$ cat config.mk
export PLATFORM = sky130hd
export DESIGN_NAME = gpio_bank_ctrl
export DESIGN_NICKNAME = d
export VERILOG_FILES = /design/src/rtl/gpio_ctrl_pkg.sv /design/src/rtl/gpio_in_sync.sv /design/src/rtl/gpio_edge_capture.sv /design/src/rtl/gpio_bus_fsm.sv /design/src/rtl/gpio_bank_ctrl.sv
export SDC_FILE = /design/constraint.sdc
export NUM_CORES = 1
export LEC_CHECK = 0
export BUFFER_PORTS_ARGS = -buffer_cell sky130_fd_sc_hd__buf_2
export CAP_MARGIN = 20
export CORE_MARGIN = 2
export CORE_UTILIZATION = 48
export CTS_CLUSTER_SIZE = 20
export DETAILED_ROUTE_END_ITERATION = 10
export HOLD_SLACK_MARGIN = 0.12
export PLACE_DENSITY = 0.69
export SKIP_LAST_GASP = 1
export SYNTH_ARGS = -nofsm -noshare
export SYNTH_HDL_FRONTEND = slang
export SYNTH_SLANG_ARGS = --single-unit
$ cat constraint.sdc
create_clock -name clk -period 2.4 [get_ports clk]
set_clock_uncertainty 0.05 [all_clocks]
set_input_delay 0.36 -clock clk [delete_from_list [all_inputs] [get_ports clk]]
set_output_delay 0.36 -clock clk [all_outputs]
set_load 0.02 [all_outputs]
$ cat src/rtl/gpio_ctrl_pkg.sv
package gpio_ctrl_pkg;
    localparam int WORD_W   = 32;
    localparam int MAIN_BKS = 7;

    typedef enum logic [2:0] {
        BK_LEVEL = 3'd0,
        BK_DIR   = 3'd1,
        BK_SET   = 3'd2,
        BK_CLR   = 3'd3,
        BK_RISE  = 3'd4,
        BK_FALL  = 3'd5,
        BK_STAT  = 3'd6,
        BK_ALT   = 3'd7
    } bank_e;

    typedef enum logic {
        ST_IDLE = 1'b0,
        ST_RESP = 1'b1
    } bus_state_e;
endpackage

$ cat src/rtl/gpio_in_sync.sv
module gpio_in_sync #(
    parameter int W = 64
) (
    input  logic         clk,
    input  logic         rst_n,
    input  logic [W-1:0] d,
    output logic [W-1:0] q
);
    logic [W-1:0] meta_q;
    logic [W-1:0] stab_q;

    for (genvar i = 0; i < W; i++) begin : g_pin
        always_ff @(posedge clk or negedge rst_n) begin
            if (!rst_n) begin
                meta_q[i] <= 1'b0;
                stab_q[i] <= 1'b0;
            end else begin
                meta_q[i] <= d[i];
                stab_q[i] <= meta_q[i];
            end
        end
    end

    assign q = stab_q;
endmodule

$ cat src/rtl/gpio_edge_capture.sv
module gpio_edge_capture #(
    parameter int W = 64
) (
    input  logic         clk,
    input  logic         rst_n,
    input  logic [W-1:0] lvl,
    input  logic [W-1:0] rise_en,
    input  logic [W-1:0] fall_en,
    input  logic [W-1:0] clr,
    output logic [W-1:0] status,
    output logic         irq
);
    logic [W-1:0] prev_q;
    logic [W-1:0] stat_q;
    logic [W-1:0] hit;

    assign hit = (lvl & ~prev_q & rise_en) | (~lvl & prev_q & fall_en);

    always_ff @(posedge clk or negedge rst_n) begin
        if (!rst_n) begin
            prev_q <= '0;
            stat_q <= '0;
        end else begin
            prev_q <= lvl;
            stat_q <= (stat_q & ~clr) | hit;
        end
    end

    assign status = stat_q;
    assign irq    = |stat_q;

    // a newly set status bit needs an enable from the previous cycle
    a_r7_status_needs_enable: assert property (@(posedge clk) disable iff (!rst_n)
        (stat_q & ~$past(stat_q) & ~$past(rise_en | fall_en)) == '0);

    // an edge seen in a cycle is latched even if cleared in that cycle
    a_r9_clear_keeps_edge: assert property (@(posedge clk) disable iff (!rst_n)
        (stat_q & $past(hit)) == $past(hit));

    // status is empty on the first cycle out of reset
    a_r12_status_reset: assert property (@(posedge clk) disable iff (!rst_n)
        !$past(rst_n) |-> (stat_q == '0));
endmodule

$ cat src/rtl/gpio_bus_fsm.sv
module gpio_bus_fsm
    import gpio_ctrl_pkg::*;
(
    input  logic              clk,
    input  logic              rst_n,
    input  logic              en,
    input  logic              we,
    input  logic [WORD_W-1:0] rd_word,
    output logic [WORD_W-1:0] rdata,
    output logic              rvalid
);
    bus_state_e state_q, state_d;
    logic [WORD_W-1:0] rdata_q;
    logic rd_req;

    assign rd_req = en && !we;

    always_comb begin
        state_d = state_q;
        unique case (state_q)
            ST_IDLE: if (rd_req) state_d = ST_RESP;
            ST_RESP: state_d = rd_req ? ST_RESP : ST_IDLE;
            default: state_d = ST_IDLE;
        endcase
    end

    always_ff @(posedge clk or negedge rst_n) begin
        if (!rst_n) begin
            state_q <= ST_IDLE;
            rdata_q <= '0;
        end else begin
            state_q <= state_d;
            if (rd_req) rdata_q <= rd_word;
        end
    end

    always_comb begin
        rvalid = (state_q == ST_RESP);
        rdata  = rvalid ? rdata_q : '0;
    end

    // exactly one response cycle per read request
    a_r13_rvalid_follows_read: assert property (@(posedge clk) disable iff (!rst_n)
        rvalid == $past(rd_req));
endmodule

$ cat src/rtl/gpio_bank_ctrl.sv
module gpio_bank_ctrl
    import gpio_ctrl_pkg::*;
#(
    parameter int NPINS  = 64,
    parameter int ADDR_W = $clog2((NPINS / 32) * 9 * 4)
) (
    input  logic                 clk,
    input  logic                 rst_n,
    input  logic                 bus_en,
    input  logic                 bus_we,
    input  logic [ADDR_W-1:0]    bus_addr,
    input  logic [31:0]          bus_wdata,
    output logic [31:0]          bus_rdata,
    output logic                 bus_rvalid,
    input  logic [NPINS-1:0]     pin_in,
    output logic [NPINS-1:0]     pin_out,
    output logic [NPINS-1:0]     pin_oe,
    output logic [2*NPINS-1:0]   af_sel,
    output logic                 irq
);
    localparam int NREG     = NPINS / WORD_W;
    localparam int MAIN_END = MAIN_BKS * NREG;
    localparam int ALT_END  = MAIN_END + 2 * NREG;

    logic [NPINS-1:0]   level_s;
    logic [NPINS-1:0]   dir_q, out_q, ren_q, fen_q;
    logic [2*NPINS-1:0] af_q;
    logic [NPINS-1:0]   status;
    logic [NPINS-1:0]   wmask, clr_stat;
    logic [2*NPINS-1:0] amask;

    logic [ADDR_W-3:0] widx;
    int unsigned widx_i, bank_i, word_i, alt_i;
    logic   main_hit, alt_hit, wr;
    bank_e  bank_sel;
    logic [WORD_W-1:0] rd_word;
    logic   unused_lo;

    assign unused_lo = ^bus_addr[1:0];
    assign widx      = bus_addr[ADDR_W-1:2];
    assign wr        = bus_en && bus_we;

    // address decode
    always_comb begin
        widx_i   = 32'(widx);
        main_hit = widx_i < MAIN_END;
        alt_hit  = !main_hit && (widx_i < ALT_END);
        bank_i   = widx_i / NREG;
        word_i   = widx_i % NREG;
        alt_i    = alt_hit ? (widx_i - MAIN_END) : 0;
        bank_sel = main_hit ? bank_e'(bank_i[2:0]) : BK_ALT;
    end

    // write data placed at the addressed word
    always_comb begin
        wmask = '0;
        wmask[word_i*WORD_W +: WORD_W] = bus_wdata;
        amask = af_q;
        amask[alt_i*WORD_W +: WORD_W] = bus_wdata;
    end

    assign clr_stat = (wr && main_hit && bank_sel == BK_STAT) ? wmask : '0;

    gpio_in_sync #(.W(NPINS)) u_sync (
        .clk  (clk),
        .rst_n(rst_n),
        .d    (pin_in),
        .q    (level_s)
    );

    gpio_edge_capture #(.W(NPINS)) u_edge (
        .clk    (clk),
        .rst_n  (rst_n),
        .lvl    (level_s),
        .rise_en(ren_q),
        .fall_en(fen_q),
        .clr    (clr_stat),
        .status (status),
        .irq    (irq)
    );

    always_ff @(posedge clk or negedge rst_n) begin
        if (!rst_n) begin
            dir_q <= '0;
            out_q <= '0;
            ren_q <= '0;
            fen_q <= '0;
            af_q  <= '0;
        end else if (wr) begin
            if (main_hit) begin
                unique case (bank_sel)
                    BK_DIR:  dir_q[word_i*WORD_W +: WORD_W] <= bus_wdata;
                    BK_SET:  out_q <= out_q | wmask;
                    BK_CLR:  out_q <= out_q & ~wmask;
                    BK_RISE: ren_q[word_i*WORD_W +: WORD_W] <= bus_wdata;
                    BK_FALL: fen_q[word_i*WORD_W +: WORD_W] <= bus_wdata;
                    default: ;
                endcase
            end else if (alt_hit) begin
                af_q <= amask;
            end
        end
    end

    // read mux
    always_comb begin
        rd_word = '0;
        if (main_hit) begin
            unique case (bank_sel)
                BK_LEVEL: rd_word = level_s[word_i*WORD_W +: WORD_W];
                BK_DIR:   rd_word = dir_q[word_i*WORD_W +: WORD_W];
                BK_RISE:  rd_word = ren_q[word_i*WORD_W +: WORD_W];
                BK_FALL:  rd_word = fen_q[word_i*WORD_W +: WORD_W];
                BK_STAT:  rd_word = status[word_i*WORD_W +: WORD_W];
                default:  rd_word = '0;
            endcase
        end else if (alt_hit) begin
            rd_word = af_q[alt_i*WORD_W +: WORD_W];
        end
    end

    gpio_bus_fsm u_bus (
        .clk    (clk),
        .rst_n  (rst_n),
        .en     (bus_en),
        .we     (bus_we),
        .rd_word(rd_word),
        .rdata  (bus_rdata),
        .rvalid (bus_rvalid)
    );

    assign pin_out = out_q;
    assign pin_oe  = dir_q;
    assign af_sel  = af_q;

    // the output latch moves only on a set or clear write
    a_r4_out_hold: assert property (@(posedge clk) disable iff (!rst_n)
        !$past(wr && main_hit && (bank_sel == BK_SET || bank_sel == BK_CLR))
        |-> $stable(out_q));

    // writes outside the map touch no register
    a_r11_unmapped_write: assert property (@(posedge clk) disable iff (!rst_n)
        $past(wr && !main_hit && !alt_hit)
        |-> ($stable(dir_q) && $stable(out_q) && $stable(ren_q)
             && $stable(fen_q) && $stable(af_q)));
endmodule

==> results.md <==
* Global placer's final weighted congestion at 0.887
* Row cnt at 89
* Longest Clk Path Bufs at 3
* Num CTS Buffers at 71
* Post-Syn Nets at 2579
* Mean post-synth cell area at 11.7 sq um
* Proportion of layout cells with a drive suffix above 1 at 37.4%
* CTS tree: built
* Final slew viol count at 0
* Final Power at 0.0283 W
* Tot GR Track Use at 32.6%
* Primary FF master, synth: dfrtp_1
* Seq/Total Area, Yosys at 58.5%
* Synth top area cells: dfrtp_1, mux2_2, nand2_1
* Via count at 23900
* Vias in the first global route at 24300
* Core Region at 59100 sq um
* # clock sinks at 673
* Worst-Margin Slew at 0.959 ns
* Number of vias per cell at 6.14
* RSZ-0062 raised after global routing: yes
* Nets at 3188
* Final period util at 133%
* Overflow after GRT at 0
* Drt total wl at 103 mm
* Storage cell area at 16800 sq um
* Hold Path Class: in -> reg
* Cell count after synthesis at 2461
* Cell area power density at 748 nW/um^2
* Max Clk Rate at 0.312 GHz
* Design area at 37800 sq um
* Place WS at -1.47 ns
* Maximum VDD drop at 0.646 mV
* DR WL/cell at 26.5 um
* Synth cell types at 67
* Ports at 397
* Synth top area share at 58.5%
* Fin worst setup slack at -0.804 ns
* Post-synth EDFFs at 0
* Slew headroom at 36.1%
* Drt pass-1 iters at 7
* Multi-input logic area at 11900 sq um
* CP Launch Type: input pin
* Root Driver: clkbuf_16
* Worst-path clk slew at 0.06 ns
* Die Area at 61900 sq um
* Crit path required time at 2.86 ns
* Synth cell count leaders: dfrtp_1, nand2_1, mux2_2
* Final setup violation count at 129
* Hold Slack at 0.152 ns
* Detailed Place HPWL at 68.3 mm
* DRC errors left at 0
* # H-tree levels at 3
* Fin util at 63.9%
* First-pass GRT wire length at 153 mm
* Worst skew pair latency at 0.62 ns
* Pin count of the biggest net entering global routing at 85
* Largest fanout on the critical path at 16
* Arrival @ worst endpoint at 3.66 ns
* Violated checks: negative setup slack
* Initial drt markers at 2249
* Area growth, synth to finish at 31.3%
* Final min period at 3.20 ns
* Die X at 249 um
* Synth Warn # at 0
* Top-count cell post-synth: dfrtp_1
* Placement Cell Area at 33300 sq um
* Largest area contributor in the netlist: dfrtp_1
* Status: complete, but fails checks
* Ys async rst share at 100%
* Number of port buffers at 394
* CP endpoint kind: flip-flop
* Synth Register Bits at 673
* Initial antenna violation count at 2
* Overall die height at 249 um
* Filler Cells Inserted at 4506
* Synth Cell Area at 28800 sq um
* Final Hold Violating Endpoints at 0
* P_leak at 17.8 nW
* WS Path Type: in -> reg
* ANT nets after route at 0
* Initial Util at 48.7%
* Max Cap Viol at 0
[layout make-up]
cell class	instances	area share (%)
flip-flops and latches	673	44.6
multi-input cells	1567	31.4
repair buffers	725	15.0
clock buffers	97	5.26
well taps	773	2.56
clock inverters	28	0.792
inverters	32	0.371
diodes	2	0.0132
[cell families (layout without fill, tap and decap cells)]
family,after synthesis,in the layout,synth area share [%]
buffers and inverters,221,882,3.05
and+or+nand+nor,679,679,11.2
other,0,2,0
DFF,673,673,58.5
muxes,356,356,13.7
adders and majority gates,11,11,0.478
xor gates and xnor gates,3,3,0.0913
AOI/OAI and AO/OA,518,518,13.0
[power breakdown]
part | internal (W) | total, W | leakage (nW) | switching [W]
logic | 0.00172 | 0.00381 | 8.25 | 0.00208
registers | 0.0125 | 0.0135 | 8.38 | 0.00106
clock network | 0.00628 | 0.0109 | 1.13 | 0.00466
total | 0.0205 | 0.0283 | 17.8 | 0.00780
[layout by cell type, fill, tap and decap left out, types with 32 or more instances in the layout]
cell	count
a21o_1	93
and2_1	34
buf_12	54
buf_2	389
buf_4	153
clkbuf_16	76
dfrtp_1	672
dlygate4sd3_1	97
mux2_2	259
mux2i_1	84
nand2_1	430
nand3b_1	64
o211ai_1	58
o21ai_0	97
o21ai_1	35
o22ai_1	32
[worst paths after layout]
path                       cells past startpoint                       endpoint  slack, ns                   startpoint
max in group asynchronous                      3          fen_q[54]$_DFFE_PN0P_       1.23                        rst_n
min in group asynchronous                      2    u_sync.meta_q[29]$_DFF_PN0_       0.20                        rst_n
hold reg to reg                                0         u_sync.q[61]$_DFF_PN0_       0.28  u_sync.meta_q[61]$_DFF_PN0_
setup reg to reg                               4  u_bus.rdata_q[16]$_DFFE_PN0P_       0.87       af_sel[80]$_DFFE_PN0P_
setup / recovery                              19        af_sel[113]$_DFFE_PN0P_      -0.80                  bus_addr[3]
hold / removal                                 3         u_bus.rvalid$_DFF_PN0_       0.15                       bus_we
[per-stage QoR]
step                TNS, ns  cells
finish               -85.28   3897
floorplan           -156.56   2461
CTS                  -73.27   3885
global placement    -296.92   3635
global route        -100.40   3897
detailed placement  -315.54   3635
[critical path, stage by stage]
cell and delay, ns:
buf_12 0.10, clkinv_8 0.04, ha_4 0.15, and3b_2 0.21, o21ai_2 0.14, ha_2 0.21, inv_2 0.05, nor4b_4 0.30
nor2_1 0.09, ha_1 0.29, or4bb_1 0.54, a211oi_2 0.21, buf_4 0.14, buf_4 0.12, nand4_1 0.15, buf_6 0.24
clkbuf_16 0.19, nand2_1 0.08, o21ai_1 0.05
[flip-flops by register name, summed over array words and instances (netlist names), named ones only]
signal / count
fen_q: 64
af_sel: 128
u_bus.rdata_q: 32
u_edge.prev_q: 64
u_sync.meta_q: 64
ren_q: 64
pin_oe: 64
u_sync.q: 64
u_bus.rvalid: 1
u_edge.status: 64
[metal layers]
layer | vias to the layer above | global-route usage [%] | wire length [um]
met1 | 12100 | 43.1 | 40300
li1 | 10100 | - | -
met5 | - | 0 | 0
met4 | 0 | 15.0 | 4950
met2 | 1417 | 51.6 | 48300
met3 | 312 | 7.18 | 9600
[timing repair]
action / CTS / global route
hold buffers: 97 / 0
endpoints found under the hold margin: 477 / 0
setup endpoints to repair: 187 / 208
gates cloned: 9 / 4
pin swaps: 29 / 16
setup buffers: 19 / 10
gates resized for setup: 139 / 68
No activity file was read; power rests on OpenSTA's default activity.
